File: src/rtl/spi_fe_pkg.sv
package spi_fe_pkg;
  localparam int MODE_W = 2;
  typedef logic [MODE_W-1:0] mode_t;
  localparam mode_t MODE_CMD  = 2'b11;
  localparam mode_t MODE_FIFO = 2'b10;

  typedef enum logic [2:0] {
    F_IDLE, F_HDR, F_CMD, F_LOAD, F_READ, F_SKIP
  } frame_st_t;
endpackage

File: src/rtl/spi_fe_sync.sv
module spi_fe_sync #(
  parameter int W      = 3,
  parameter int STAGES = 2
) (
  input  logic         clk,
  input  logic         rst,
  input  logic [W-1:0] async_in,
  output logic [W-1:0] level,
  output logic [W-1:0] rise,
  output logic [W-1:0] fall
);
  logic [W-1:0] pipe [STAGES];
  logic [W-1:0] prev;

  always_ff @(posedge clk) begin
    if (rst) begin
      for (int i = 0; i < STAGES; i++) pipe[i] <= '0;
      prev <= '0;
    end else begin
      pipe[0] <= async_in;
      for (int i = 1; i < STAGES; i++) pipe[i] <= pipe[i-1];
      prev <= pipe[STAGES-1];
    end
  end

  assign level = pipe[STAGES-1];
  assign rise  = level & ~prev;
  assign fall  = prev & ~level;
endmodule

File: src/rtl/spi_fe_frame.sv
module spi_fe_frame
  import spi_fe_pkg::*;
#(
  parameter int CODE_W    = 6,
  parameter int DATA_W    = 8,
  parameter int MAX_BYTES = 32
) (
  input  logic              clk,
  input  logic              rst,
  input  logic              sen_s,
  input  logic              sen_rise,
  input  logic              sen_fall,
  input  logic              sclk_fall,
  input  logic              sdi_s,
  input  logic              exec_busy,
  output logic              cmd_strobe,
  output logic [CODE_W-1:0] cmd_code,
  output logic              tx_push,
  output logic [DATA_W-1:0] tx_data,
  output logic              tx_overflow,
  output logic              rd_active
);
  localparam int HDR_W = MODE_W + CODE_W;
  localparam int LONG  = (HDR_W > DATA_W) ? HDR_W : DATA_W;
  localparam int CNT_W = $clog2(LONG);
  localparam int NB_W  = $clog2(MAX_BYTES + 1);

  frame_st_t         state;
  logic [CNT_W-1:0]  cnt;
  logic [LONG-1:0]   shreg, next_sh;
  logic [CODE_W-1:0] held_code;
  logic [NB_W-1:0]   nbytes;
  frame_st_t         decoded;

  assign next_sh = {shreg[LONG-2:0], sdi_s};

  always_comb begin
    decoded = F_SKIP;
    if (next_sh[HDR_W-1 -: MODE_W] == MODE_CMD)
      decoded = F_CMD;
    else if (next_sh[HDR_W-1 -: MODE_W] == MODE_FIFO) begin
      if (next_sh[CODE_W-1:0] == '0)      decoded = F_LOAD;
      else if (&next_sh[CODE_W-1:0])      decoded = F_READ;
    end
  end

  always_ff @(posedge clk) begin
    if (rst) begin
      state       <= F_IDLE;
      cnt         <= '0;
      shreg       <= '0;
      held_code   <= '0;
      nbytes      <= '0;
      cmd_strobe  <= 1'b0;
      cmd_code    <= '0;
      tx_push     <= 1'b0;
      tx_data     <= '0;
      tx_overflow <= 1'b0;
    end else begin
      cmd_strobe <= 1'b0;
      tx_push    <= 1'b0;
      if (!sen_s) begin
        if (sen_fall && state == F_CMD) begin
          cmd_strobe <= 1'b1;
          cmd_code   <= held_code;
        end
        state  <= F_IDLE;
        cnt    <= '0;
        nbytes <= '0;
      end else if (sen_rise) begin
        state <= exec_busy ? F_SKIP : F_HDR;
        cnt   <= '0;
      end else if (sclk_fall) begin
        shreg <= next_sh;
        case (state)
          F_HDR: begin
            if (cnt == CNT_W'(HDR_W - 1)) begin
              cnt       <= '0;
              state     <= decoded;
              held_code <= next_sh[CODE_W-1:0];
            end else cnt <= cnt + 1'b1;
          end
          F_LOAD: begin
            if (cnt == CNT_W'(DATA_W - 1)) begin
              cnt <= '0;
              if (nbytes < NB_W'(MAX_BYTES)) begin
                tx_push <= 1'b1;
                tx_data <= next_sh[DATA_W-1:0];
                nbytes  <= nbytes + 1'b1;
              end else tx_overflow <= 1'b1;
            end else cnt <= cnt + 1'b1;
          end
          default: ;
        endcase
      end
    end
  end

  assign rd_active = (state == F_READ);

  a_r2_strobe_on_select_fall: assert property (@(posedge clk) disable iff (rst)
    cmd_strobe |-> $past(sen_fall));
  a_r9_busy_frame_skipped: assert property (@(posedge clk) disable iff (rst)
    (sen_rise && exec_busy) |=> (state == F_SKIP));
  a_r5_overflow_sticky: assert property (@(posedge clk) disable iff (rst)
    $past(tx_overflow) |-> tx_overflow);
  a_r5_push_within_cap: assert property (@(posedge clk) disable iff (rst)
    tx_push |-> (nbytes <= NB_W'(MAX_BYTES)) && (nbytes != '0));
  a_r3_push_single_pulse: assert property (@(posedge clk) disable iff (rst)
    tx_push |=> !tx_push);
endmodule

File: src/rtl/spi_fe_readout.sv
module spi_fe_readout #(
  parameter int DATA_W = 8
) (
  input  logic              clk,
  input  logic              rst,
  input  logic              rd_active,
  input  logic              sclk_rise,
  input  logic [DATA_W-1:0] rx_data,
  input  logic              rx_empty,
  output logic              sdo,
  output logic              rx_pop,
  output logic              rx_underflow
);
  localparam int BIT_W = $clog2(DATA_W);

  logic [BIT_W-1:0]  bitidx;
  logic [DATA_W-1:0] sh;
  logic              have_byte;

  always_ff @(posedge clk) begin
    if (rst) begin
      bitidx       <= '0;
      sh           <= '0;
      have_byte    <= 1'b0;
      sdo          <= 1'b0;
      rx_pop       <= 1'b0;
      rx_underflow <= 1'b0;
    end else begin
      rx_pop <= 1'b0;
      if (!rd_active) begin
        bitidx    <= '0;
        sdo       <= 1'b0;
        have_byte <= 1'b0;
      end else if (sclk_rise) begin
        if (bitidx == '0) begin
          sdo       <= rx_empty ? 1'b0 : rx_data[DATA_W-1];
          sh        <= rx_empty ? '0 : (rx_data << 1);
          have_byte <= !rx_empty;
          if (rx_empty) rx_underflow <= 1'b1;
        end else begin
          sdo <= sh[DATA_W-1];
          sh  <= sh << 1;
        end
        if (bitidx == BIT_W'(DATA_W - 1)) begin
          bitidx <= '0;
          rx_pop <= have_byte;
        end else bitidx <= bitidx + 1'b1;
      end
    end
  end

  a_r7_pop_follows_rise: assert property (@(posedge clk) disable iff (rst)
    rx_pop |-> $past(sclk_rise) && $past(rd_active));
  a_r7_pop_single_pulse: assert property (@(posedge clk) disable iff (rst)
    rx_pop |=> !rx_pop);
  a_r8_underflow_sticky: assert property (@(posedge clk) disable iff (rst)
    $past(rx_underflow) |-> rx_underflow);
  a_r6_sdo_quiet_outside_read: assert property (@(posedge clk) disable iff (rst)
    $past(!rd_active) |-> !sdo);
endmodule

File: src/rtl/spi_cmd_front.sv
module spi_cmd_front #(
  parameter int CODE_W    = 6,
  parameter int DATA_W    = 8,
  parameter int MAX_BYTES = 32,
  parameter int SYNC_ST   = 2
) (
  input  logic              clk,
  input  logic              rst,
  input  logic              sen,
  input  logic              sclk,
  input  logic              sdi,
  output logic              sdo,
  input  logic              exec_busy,
  output logic              cmd_strobe,
  output logic [CODE_W-1:0] cmd_code,
  output logic              tx_push,
  output logic [DATA_W-1:0] tx_data,
  output logic              tx_overflow,
  output logic              rx_pop,
  input  logic [DATA_W-1:0] rx_data,
  input  logic              rx_empty,
  output logic              rx_underflow
);
  localparam int SEN_B = 2, SCK_B = 1, DAT_B = 0;

  logic [2:0] lvl, rs, fl;
  logic       rd_active;

  spi_fe_sync #(.W(3), .STAGES(SYNC_ST)) u_sync (
    .clk(clk), .rst(rst), .async_in({sen, sclk, sdi}),
    .level(lvl), .rise(rs), .fall(fl)
  );

  spi_fe_frame #(.CODE_W(CODE_W), .DATA_W(DATA_W), .MAX_BYTES(MAX_BYTES)) u_frame (
    .clk(clk), .rst(rst),
    .sen_s(lvl[SEN_B]), .sen_rise(rs[SEN_B]), .sen_fall(fl[SEN_B]),
    .sclk_fall(fl[SCK_B]), .sdi_s(lvl[DAT_B]), .exec_busy(exec_busy),
    .cmd_strobe(cmd_strobe), .cmd_code(cmd_code),
    .tx_push(tx_push), .tx_data(tx_data), .tx_overflow(tx_overflow),
    .rd_active(rd_active)
  );

  spi_fe_readout #(.DATA_W(DATA_W)) u_rd (
    .clk(clk), .rst(rst), .rd_active(rd_active), .sclk_rise(rs[SCK_B]),
    .rx_data(rx_data), .rx_empty(rx_empty),
    .sdo(sdo), .rx_pop(rx_pop), .rx_underflow(rx_underflow)
  );

  a_r10_one_action_at_a_time: assert property (@(posedge clk) disable iff (rst)
    $onehot0({cmd_strobe, tx_push, rx_pop}));
endmodule

File: config.mk
export PLATFORM = sky130hd
export DESIGN_NAME = spi_cmd_front
export DESIGN_NICKNAME = d
export VERILOG_FILES = /design/src/rtl/spi_fe_pkg.sv /design/src/rtl/spi_fe_sync.sv /design/src/rtl/spi_fe_frame.sv /design/src/rtl/spi_fe_readout.sv /design/src/rtl/spi_cmd_front.sv
export SDC_FILE = /design/constraint.sdc
export NUM_CORES = 1
export LEC_CHECK = 0
export BUFFER_PORTS_ARGS = -buffer_cell sky130_fd_sc_hd__buf_4
export CORE_ASPECT_RATIO = 1.5
export CORE_UTILIZATION = 61
export DETAILED_ROUTE_END_ITERATION = 10
export PLACE_DENSITY_LB_ADDON = 0.3
export SLEW_MARGIN = 20
export SYNTH_ARGS = -nofsm -noshare
export SYNTH_HDL_FRONTEND = slang
export SYNTH_SLANG_ARGS = --single-unit
export TNS_END_PERCENT = 50
File: constraint.sdc
create_clock -name clk -period 2.55 [get_ports clk]
set_input_delay 0.51 -clock clk [delete_from_list [all_inputs] [get_ports clk]]
set_output_delay 0.51 -clock clk [all_outputs]
set_load 0.005 [all_outputs]
==> summary.md, run 1 <==
| Metric | Value |
|---|---|
| XOR/XNOR Fraction of Synth Area | `less than 1%` |
| Gate Count Post-Synth | `around 260` |
| Data required time of the worst path | `about 2.8 ns` |
| DP Wirelength | `roughly 3300 um` |
| Proportion of synthesized flip-flops having asynchronous set or reset | `0%` |
| Type of the most critical hold path | `in2reg` |
| Maximum clock path buffer count | `2` |
| Vias per Instance | `roughly 5.6` |
| Type of element launching the critical path | `register` |
| Total of warnings raised by yosys | `0` |
| Worst setup slack after layout | `approximately 0.76 ns` |
| Number of levels the H-tree was split into | `3` |
| CTS clk-pin slew, worst paths | `~0.07 ns` |
| Io pins | `35` |
| Floorplan die width | `between 50 and 60 um` |
| Crit-path slowest cell | `sky130_fd_sc_hd__dfxtp_1` |
| Setup violation total in the final timing report | `0` |
| Synth Area per Inst | `approximately 10 sq um` |
| Average detailed-routed wire length per instance | `approximately 14 um` |
| Share of cell area taken by muxes after synthesis | `11.7%` |
| Complex-gate fraction of the synthesized area | `6.86%` |
| Highest ir drop seen on vdd | `585 uV` |
| Post-CTS setup buffer count | `0` |
| Final critical path time including I/O delays and setup | `around 1.8 ns` |
| Pwr Density | `around 640 mW/mm^2` |
| Count of buffers from port buffering | `34` |
| Core region area | `approximately 0.0042 sq mm` |
| Part of the Yosys area used for sequential elements | `48.4%` |
| Peak clock frequency supported by timing | `about 560 MHz` |
| Nets in the synthesized netlist | `285` |
| TritonCTS sink count | `64` |
| Detailed Route WL | `a little under 5000 um` |
| Number of diodes | `0` |
| GRT Total Usage | `around 23%` |
| Clock buffers created by TritonCTS | `9` |
| Crit-path leading delay family | `simple AND/OR/NAND/NOR gates` |
| Max-cap check violation count | `0` |
| Crit path max fanout | `5` |
| Row count | `29` |
| Transition at the pin with the smallest max-transition slack | `around 0.65 ns` |
| Final net count | `between 300 and 400` |
| Post-Synth Simple-Gate Area | `25.4%` |
| Headroom to the max-slew limit | `56.4%` |
| Setup repair after global routing missed its margin | `no` |
| CP Buf/Inv Count | `0` |
| Largest family of logic cells by synthesized area | `simple AND/OR/NAND/NOR gates` |
| Global-route wire length before repair | `between 7000 and 8000 um` |
| Final worst path period share | `70.1%` |
| Total of flip-flops plus latches after synthesis | `64` |
| Critical path arrival | `2.05 ns` |
| Kind of critical path | `reg2reg` |
| CTS tree | `yes` |
| Pwr Total | `approximately 2 mW` |
| Count of cell types in the netlist | `a little over 40` |
| Iteration-0 DRC count of the detailed router | `66` |
| Area added between synthesis and finish | `16.6%` |
| Number of antenna violations at the first check in global routing | `0` |
| Overall die height | `around 83 um` |
| Cell leakage power | `roughly 1.3 nW` |
| Full die area | `between 0.004 and 0.005 sq mm` |
| Pin count of the biggest net entering global routing | `between 40 and 50` |
| Arithmetic-cell share of the synthesized area counting full adders, half adders and majority gates | `under 10%` |
| Global placer's final weighted congestion | `approximately 0.77` |
| Post-CTS Resized | `0` |
| TNS Setup | `0 ns` |
| Dominant cell type by count on the critical path | `sky130_fd_sc_hd__ha_1` |
| Result of the run | `complete, no violations` |
| Share of cells above drive strength 1 | `19.0%` |
| Number of remaining DRC errors | `0` |
| Ys flop type | `sky130_fd_sc_hd__dfxtp_1` |
| Mapped cell area | `about 0.0026 sq mm` |
| Vias in the first global route | `1772` |
| Overflow after GRT | `0` |
| Worst stage delay on the critical path | `roughly 0.35 ns` |
| Kind of end point of the critical path | `register` |
| Crit-path cells | `ha_1, ha_1, and3b_1, nand4_2, or3_1, a21oi_1` |
| Vias post-DR | `between 1500 and 2000` |
| Remaining antenna violation count after routing | `0` |
| Number of enable flip-flop cells after synthesis | `0` |
| Iteration count of the initial detailed-routing pass | `4` |
| Final hold violation count | `0` |
| Worst-skew pair later-pin latency | `~0.34 ns` |
| Initial Util | `between 60 and 70%` |
| Skew final | `approximately 0.010 ns` |
| Worst hold margin | `0.385 ns` |
| Dpl ws | `approximately 0.76 ns` |
| Hold-fix buffer count after cts | `0` |
| Max Slew Vio Count | `0` |
| Root buffer cell | `sky130_fd_sc_hd__clkbuf_8` |
-- where the power goes --
group          switching, mW  leakage (nW)  internal, mW
Clock                  0.359        0.0967         0.546
Combinational         0.0263         0.650        0.0275
Sequential           0.00782         0.517          1.01
Total                  0.393          1.26          1.58
-- state kept, by name, summed over array words and instances (netlist names), 2 cells and up --
name,cells
u_frame.cnt,3
u_sync.pipe,6
u_frame.shreg,7
u_sync.prev,2
u_frame.tx_data,8
u_rd.sh,7
u_frame.state,3
u_frame.cmd_code,6
u_rd.bitidx,3
u_frame.nbytes,6
u_frame.held_code,6
-- layout make-up --
cell class / instances / area [sq um]
inverter: 4 / 15.0
sequential: 64 / 1280
fill: 334 / 1130
clock buffer: 12 / 135
timing repair buffer: 35 / 263
clock inverter: 3 / 67.6
tap: 46 / 57.6
multi-input combinational: 182 / 1260
-- stage by stage --
step	utilization, %	instance area [sq um]	instances
floorplan	-	2650	264
global placement	68.4	2880	331
finish	73.2	3080	346
global route	73.2	3080	346
CTS	73.2	3080	346
detailed placement	68.4	2880	331
-- Yosys cell counts (3+ instances only) --
library cell / number / area share (%)
sky130_fd_sc_hd__nor2_1: 49 / 7.0
sky130_fd_sc_hd__and3_1: 4 / 0.95
sky130_fd_sc_hd__nor3b_1: 8 / 2.3
sky130_fd_sc_hd__nor2b_1: 10 / 2.4
sky130_fd_sc_hd__dfxtp_1: 64 / 48
sky130_fd_sc_hd__xor2_1: 3 / 0.99
sky130_fd_sc_hd__inv_1: 4 / 0.57
sky130_fd_sc_hd__a211oi_1: 7 / 2.0
sky130_fd_sc_hd__a21oi_1: 13 / 2.5
sky130_fd_sc_hd__buf_4: 4 / 1.1
sky130_fd_sc_hd__nand2b_1: 5 / 1.2
sky130_fd_sc_hd__mux2i_1: 31 / 12
sky130_fd_sc_hd__nand3_1: 3 / 0.57
sky130_fd_sc_hd__ha_1: 6 / 2.8
sky130_fd_sc_hd__clkbuf_1: 6 / 0.85
sky130_fd_sc_hd__a31oi_1: 4 / 0.95
sky130_fd_sc_hd__nand2_1: 10 / 1.4
-- layer usage --
layer	track usage, %	routed length [um]	vias to the layer above
li1	-	-	987
met1	25.0	2140	904
met2	39.8	2430	25
met3	7.48	148	7
met4	10.5	77	0
met5	0	0	-
-- cell families (layout without fill, tap and decap cells) --
| group | Yosys count | in the layout |
|---|---|---|
| xor gates and xnor gates | 3 | 3 |
| AOI/OAI and AO/OA | 30 | 30 |
| and+or+nand+nor | 112 | 112 |
| adders and majority gates | 6 | 6 |
| buffers and inverters | 18 | 54 |
| muxes | 31 | 31 |
| DFF | 64 | 64 |
-- cell usage in the layout, fill, tap and decap left out, types with 3 or more instances in the layout --
cell type and instances:
sky130_fd_sc_hd__dfxtp_1 64, sky130_fd_sc_hd__nor2_1 49, sky130_fd_sc_hd__buf_4 35, sky130_fd_sc_hd__mux2i_1 31, sky130_fd_sc_hd__a21oi_1 13, sky130_fd_sc_hd__nand2_1 10, sky130_fd_sc_hd__nor2b_1 10, sky130_fd_sc_hd__clkbuf_8 9
sky130_fd_sc_hd__nor3b_1 8, sky130_fd_sc_hd__a211oi_1 7, sky130_fd_sc_hd__ha_1 6, sky130_fd_sc_hd__nand2b_1 5, sky130_fd_sc_hd__inv_1 4, sky130_fd_sc_hd__a31oi_1 4, sky130_fd_sc_hd__and3_1 4, sky130_fd_sc_hd__nand3_1 3
sky130_fd_sc_hd__xor2_1 3, sky130_fd_sc_hd__clkbuf_1 3
-- worst paths after layout --
kind,startpoint,to,slack [ns],cells past startpoint
worst max-delay path,u_frame.cnt[0],u_frame.nbytes[4],0.76,6
worst min-delay path,sdi,u_sync.pipe[0][0],0.39,2
worst max register to register,u_frame.cnt[0],u_frame.nbytes[4],0.76,6
worst min register to register,u_sync.pipe[0][1],u_sync.pipe[0][4],0.45,1
-- worst reg2reg max path, cell delays in order, from the launching register on --
cell and delay (ns):
sky130_fd_sc_hd__dfxtp_1 0.35, sky130_fd_sc_hd__ha_1 0.16, sky130_fd_sc_hd__ha_1 0.20, sky130_fd_sc_hd__and3b_1 0.35, sky130_fd_sc_hd__nand4_2 0.18, sky130_fd_sc_hd__or3_1 0.33, sky130_fd_sc_hd__a21oi_1 0.15
No activity file was read; power rests on OpenSTA's default activity.
==> inputs of run 2 (changes only) <==
--- a/config.mk
+++ b/config.mk
@@ -5,9 +5,10 @@
 export SDC_FILE = /design/constraint.sdc
 export NUM_CORES = 1
 export LEC_CHECK = 0
+export ABC_AREA = 1
 export BUFFER_PORTS_ARGS = -buffer_cell sky130_fd_sc_hd__buf_4
 export CORE_ASPECT_RATIO = 1.5
-export CORE_UTILIZATION = 61
+export CORE_UTILIZATION = 51
 export DETAILED_ROUTE_END_ITERATION = 10
 export PLACE_DENSITY_LB_ADDON = 0.3
 export SLEW_MARGIN = 20
==> constraint.sdc (replaced) <==
create_clock -name clk -period 1.5 [get_ports clk]
set_input_delay 0.3 -clock clk [delete_from_list [all_inputs] [get_ports clk]]
set_output_delay 0.3 -clock clk [all_outputs]
set_load 0.005 [all_outputs]
==> summary.md, run 2 <==
| Metric | Value |
|---|---|
| Result of the run | `finished with violations (was complete, no violations)` |
| Violations in the final reports | `negative setup slack` |
| Overflow after GRT | `0 (unchanged)` |
| Total of warnings raised by yosys | `0 (unchanged)` |
| Mapped cell area | `0.00258 sq mm (was 0.00265 sq mm)` |
| Most area-consuming cells after synthesis | `sky130_fd_sc_hd__dfxtp_1 50%, sky130_fd_sc_hd__nor2_1 8.9%, sky130_fd_sc_hd__a21oi_1 7.4% (was sky130_fd_sc_hd__dfxtp_1 48%, sky130_fd_sc_hd__mux2i_1 12%, sky130_fd_sc_hd__nor2_1 7.0%)` |
| Detail Route met3 WL | `183 um (was 148 um)` |
| Number of levels the H-tree was split into | `3 (unchanged)` |
| Headroom to the max-slew limit | `79.0% (was 56.4%)` |
| Number of enable flip-flop cells after synthesis | `0 (unchanged)` |
| Most numerous cell in the Yosys netlist | `sky130_fd_sc_hd__dfxtp_1 (unchanged)` |
| Commonest non-fill, non-tap cell in the layout | `sky130_fd_sc_hd__dfxtp_1 (unchanged)` |
| Critical path arrival | `1.79 ns (was 2.05 ns)` |
| Share of cells above drive strength 1 | `23.7% (was 19.0%)` |
| Clock buffers created by TritonCTS | `9 (unchanged)` |
| R2r setup slk | `-0.02 ns (was 0.76 ns)` |
| Final hold violation count | `0 (unchanged)` |
| Number of antenna violations at the first check in global routing | `0 (unchanged)` |
| Initial Util | `53.2% (was 62.8%)` |
| Largest register by flop count | `u_frame.tx_data (unchanged)` |
| CTS tree | `yes (unchanged)` |
| Final net count | `408 (was 317)` |
| Count of cell types in the netlist | `26 (was 41)` |
| Metal1 wirelength | `2170 um (was 2140 um)` |
| Most instantiated cells after synthesis | `64 x sky130_fd_sc_hd__dfxtp_1, 61 x sky130_fd_sc_hd__nor2_1, 40 x sky130_fd_sc_hd__nand2_1 (was 64 x sky130_fd_sc_hd__dfxtp_1, 49 x sky130_fd_sc_hd__nor2_1, 31 x sky130_fd_sc_hd__mux2i_1)` |
| Iteration count of the initial detailed-routing pass | `4 (unchanged)` |
| Overall die height | `89.1 um (was 82.7 um)` |
| Gate Count Post-Synth | `331 (was 264)` |
| Skew final | `0.00987 ns (was 0.0105 ns)` |
| Highest routing layer actually used | `met4 (unchanged)` |
| Full die area | `0.00535 sq mm (was 0.00461 sq mm)` |
| Final worst path period share | `101% (was 70.1%)` |
| Number of diodes | `0 (unchanged)` |
| Io pins | `35 (unchanged)` |
| TNS Setup | `-0.0446 ns (was 0 ns)` |
| Detailed Route WL | `5320 um (was 4800 um)` |
| Average detailed-routed wire length per instance | `11.6 um (was 13.9 um)` |
| Final critical path time including I/O delays and setup | `1.52 ns (was 1.79 ns)` |
| Worst-skew pair later-pin latency | `0.34 ns (about the same)` |
| Kind of critical path | `reg2reg (unchanged)` |
| Pin count of the biggest net entering global routing | `28 (was 48)` |
| Type of the most critical hold path | `in2reg (unchanged)` |
| Worst hold margin | `0.167 ns (was 0.385 ns)` |
| Proportion of synthesized flip-flops having asynchronous set or reset | `0% (unchanged)` |
| Cell type with the highest aggregate area in the netlist | `sky130_fd_sc_hd__dfxtp_1 (unchanged)` |
| Floorplan die width | `60.1 um (was 55.8 um)` |
| Count of buffers from port buffering | `34 (unchanged)` |
| Max Slew Vio Count | `0 (unchanged)` |
| Cell leakage power | `1.40 nW (was 1.26 nW)` |
| Nets in the synthesized netlist | `352 (was 285)` |
| Number of flip-flops under the largest register name | `8 (unchanged)` |
| Vias post-DR | `2258 (was 1923)` |
| Part of the Yosys area used for sequential elements | `49.7% (was 48.4%)` |
| Setup violation total in the final timing report | `4 (was 0)` |
| Maximum clock path buffer count | `2 (unchanged)` |
| Peak clock frequency supported by timing | `659 MHz (was 559 MHz)` |
| Global placer's final weighted congestion | `0.851 (was 0.772)` |
| Number of remaining DRC errors | `0 (unchanged)` |
| Core region area | `0.00485 sq mm (was 0.00421 sq mm)` |
| Area added between synthesis and finish | `29.1% (was 16.6%)` |
| Vias per Instance | `4.93 (was 5.56)` |
| Routed wl met2 | `2880 um (was 2430 um)` |
| Global-route wire length before repair | `8760 um (was 7870 um)` |
| Total of flip-flops plus latches after synthesis | `64 (unchanged)` |
| Crit path max fanout | `8 (was 5)` |
| Max-cap check violation count | `0 (unchanged)` |
| Iteration-0 DRC count of the detailed router | `103 (was 66)` |
| CTS clk-pin slew, worst paths | `0.07 ns (about the same)` |
| DP Wirelength | `3660 um (was 3280 um)` |
| Type of element launching the critical path | `register (unchanged)` |
| Transition at the pin with the smallest max-transition slack | `0.314 ns (was 0.651 ns)` |
| Highest-count cells in the layout ignoring fill and taps | `62 x sky130_fd_sc_hd__dfxtp_1, 60 x sky130_fd_sc_hd__nor2_1, 51 x sky130_fd_sc_hd__buf_4, 39 x sky130_fd_sc_hd__nand2_1, 36 x sky130_fd_sc_hd__a21oi_1 (was 64 x sky130_fd_sc_hd__dfxtp_1, 49 x sky130_fd_sc_hd__nor2_1, 35 x sky130_fd_sc_hd__buf_4, 31 x sky130_fd_sc_hd__mux2i_1, 13 x sky130_fd_sc_hd__a21oi_1)` |
| Hold-fix buffer count after cts | `0 (unchanged)` |
| Ys flop type | `sky130_fd_sc_hd__dfxtp_1 (unchanged)` |
| GRT Total Usage | `21.8% (was 22.7%)` |
| Vias in the first global route | `2133 (was 1772)` |
| Synth Area per Inst | `7.79 sq um (was 10.0 sq um)` |
| Data required time of the worst path | `1.78 ns (was 2.81 ns)` |
| Root buffer cell | `sky130_fd_sc_hd__clkbuf_8 (unchanged)` |
| Remaining antenna violation count after routing | `0 (unchanged)` |
| Row count | `31 (was 29)` |
| Worst setup slack after layout | `-0.0178 ns (was 0.761 ns)` |
| Setup repair after global routing missed its margin | `yes (was no)` |
| Kind of end point of the critical path | `register (unchanged)` |
| Pwr Density | `1010 mW/mm^2 (was 640 mW/mm^2)` |
| Highest ir drop seen on vdd | `685 uV (was 585 uV)` |
| TritonCTS sink count | `64 (unchanged)` |
| Biggest registers after layout | `u_frame.tx_data: 8 flops, u_frame.shreg: 7 flops, u_rd.sh: 7 flops (unchanged)` |
| Proportion of netlist area held by the largest area contributor | `49.7% (was 48.4%)` |
## run 2: report_power, final
part           switching (mW)  leakage [nW]  internal, mW  total [mW]
Clock                   0.672         0.102         0.866        1.54
Combinational          0.0598         0.784        0.0504       0.110
Sequential            0.00784         0.518          1.71        1.72
Total                   0.740          1.40          2.62        3.36
## run 2: critical path, stage by stage (launching register included)
cell and delay, ns:
sky130_fd_sc_hd__dfxtp_2 0.36, sky130_fd_sc_hd__ha_4 0.14, sky130_fd_sc_hd__ha_4 0.12, sky130_fd_sc_hd__inv_2 0.04, sky130_fd_sc_hd__nor2_1 0.09, sky130_fd_sc_hd__nand2_1 0.09, sky130_fd_sc_hd__nor2_4 0.21, sky130_fd_sc_hd__buf_12 0.15
sky130_fd_sc_hd__buf_12 0.11, sky130_fd_sc_hd__a21oi_1 0.06, sky130_fd_sc_hd__nor2_1 0.09
## run 2: logic make-up (layout without fill, tap and decap cells)
group	after synthesis	count (layout)	synth area share [%]
AND/OR/NAND/NOR	134	134	22.7
AO/OA/AOI/OAI	79	79	16.2
flip-flops	64	64	49.7
buffers and inverters	45	106	7.47
adder cells (fa/ha/maj)	6	6	2.91
XOR/XNOR	3	3	1.02
## run 2: per-stage QoR
step	setup slack [ns]	total power [mW]	cells	utilization (%)	area [sq um]
after floorplan	0.111	1.81	331	-	2580
after global placement	0.0292	1.86	436	62.1	3010
after detailed placement	-0.0349	1.86	436	62.1	3010
after CTS	-0.00245	3.40	455	67.1	3250
after global routing	-0.158	3.50	458	68.7	3330
final	-0.0178	3.36	458	68.7	3330
## run 2: final timing paths
check                                  startpoint                  to  cells past startpoint
worst max-delay path               u_frame.cnt[1]  u_frame.tx_data[7]                     10
worst min register to register  u_sync.pipe[0][2]   u_sync.pipe[0][5]                      2
worst max register to register     u_frame.cnt[1]  u_frame.tx_data[7]                     10
worst min-delay path                         sclk   u_sync.pipe[0][1]                      3
## run 2: what timing repair did
item	in CTS	in global routing
buffers inserted	3	2
gates resized for setup	4	8
pin swaps	3	11
gates cloned	0	1
setup endpoints to repair	15	22
## run 2: per-layer routing
| metal | vias up | track usage [%] |
|---|---|---|
| met3 | 7 | 5.79 |
| li1 | 1196 | - |
| met2 | 36 | 38.3 |
| met5 | - | 0 |
| met4 | 0 | 11.4 |
| met1 | 1019 | 23.5 |
## run 2: layout make-up
| cell class | instances | area, sq um |
|---|---|---|
| fillers | 415 | 1520 |
| flip-flops and latches | 64 | 1280 |
| multi-input cells | 222 | 1140 |
| repair buffers | 56 | 479 |
| clock buffers | 11 | 151 |
| inverters | 34 | 128 |
| well taps | 66 | 82.6 |
| clock inverters | 5 | 62.6 |
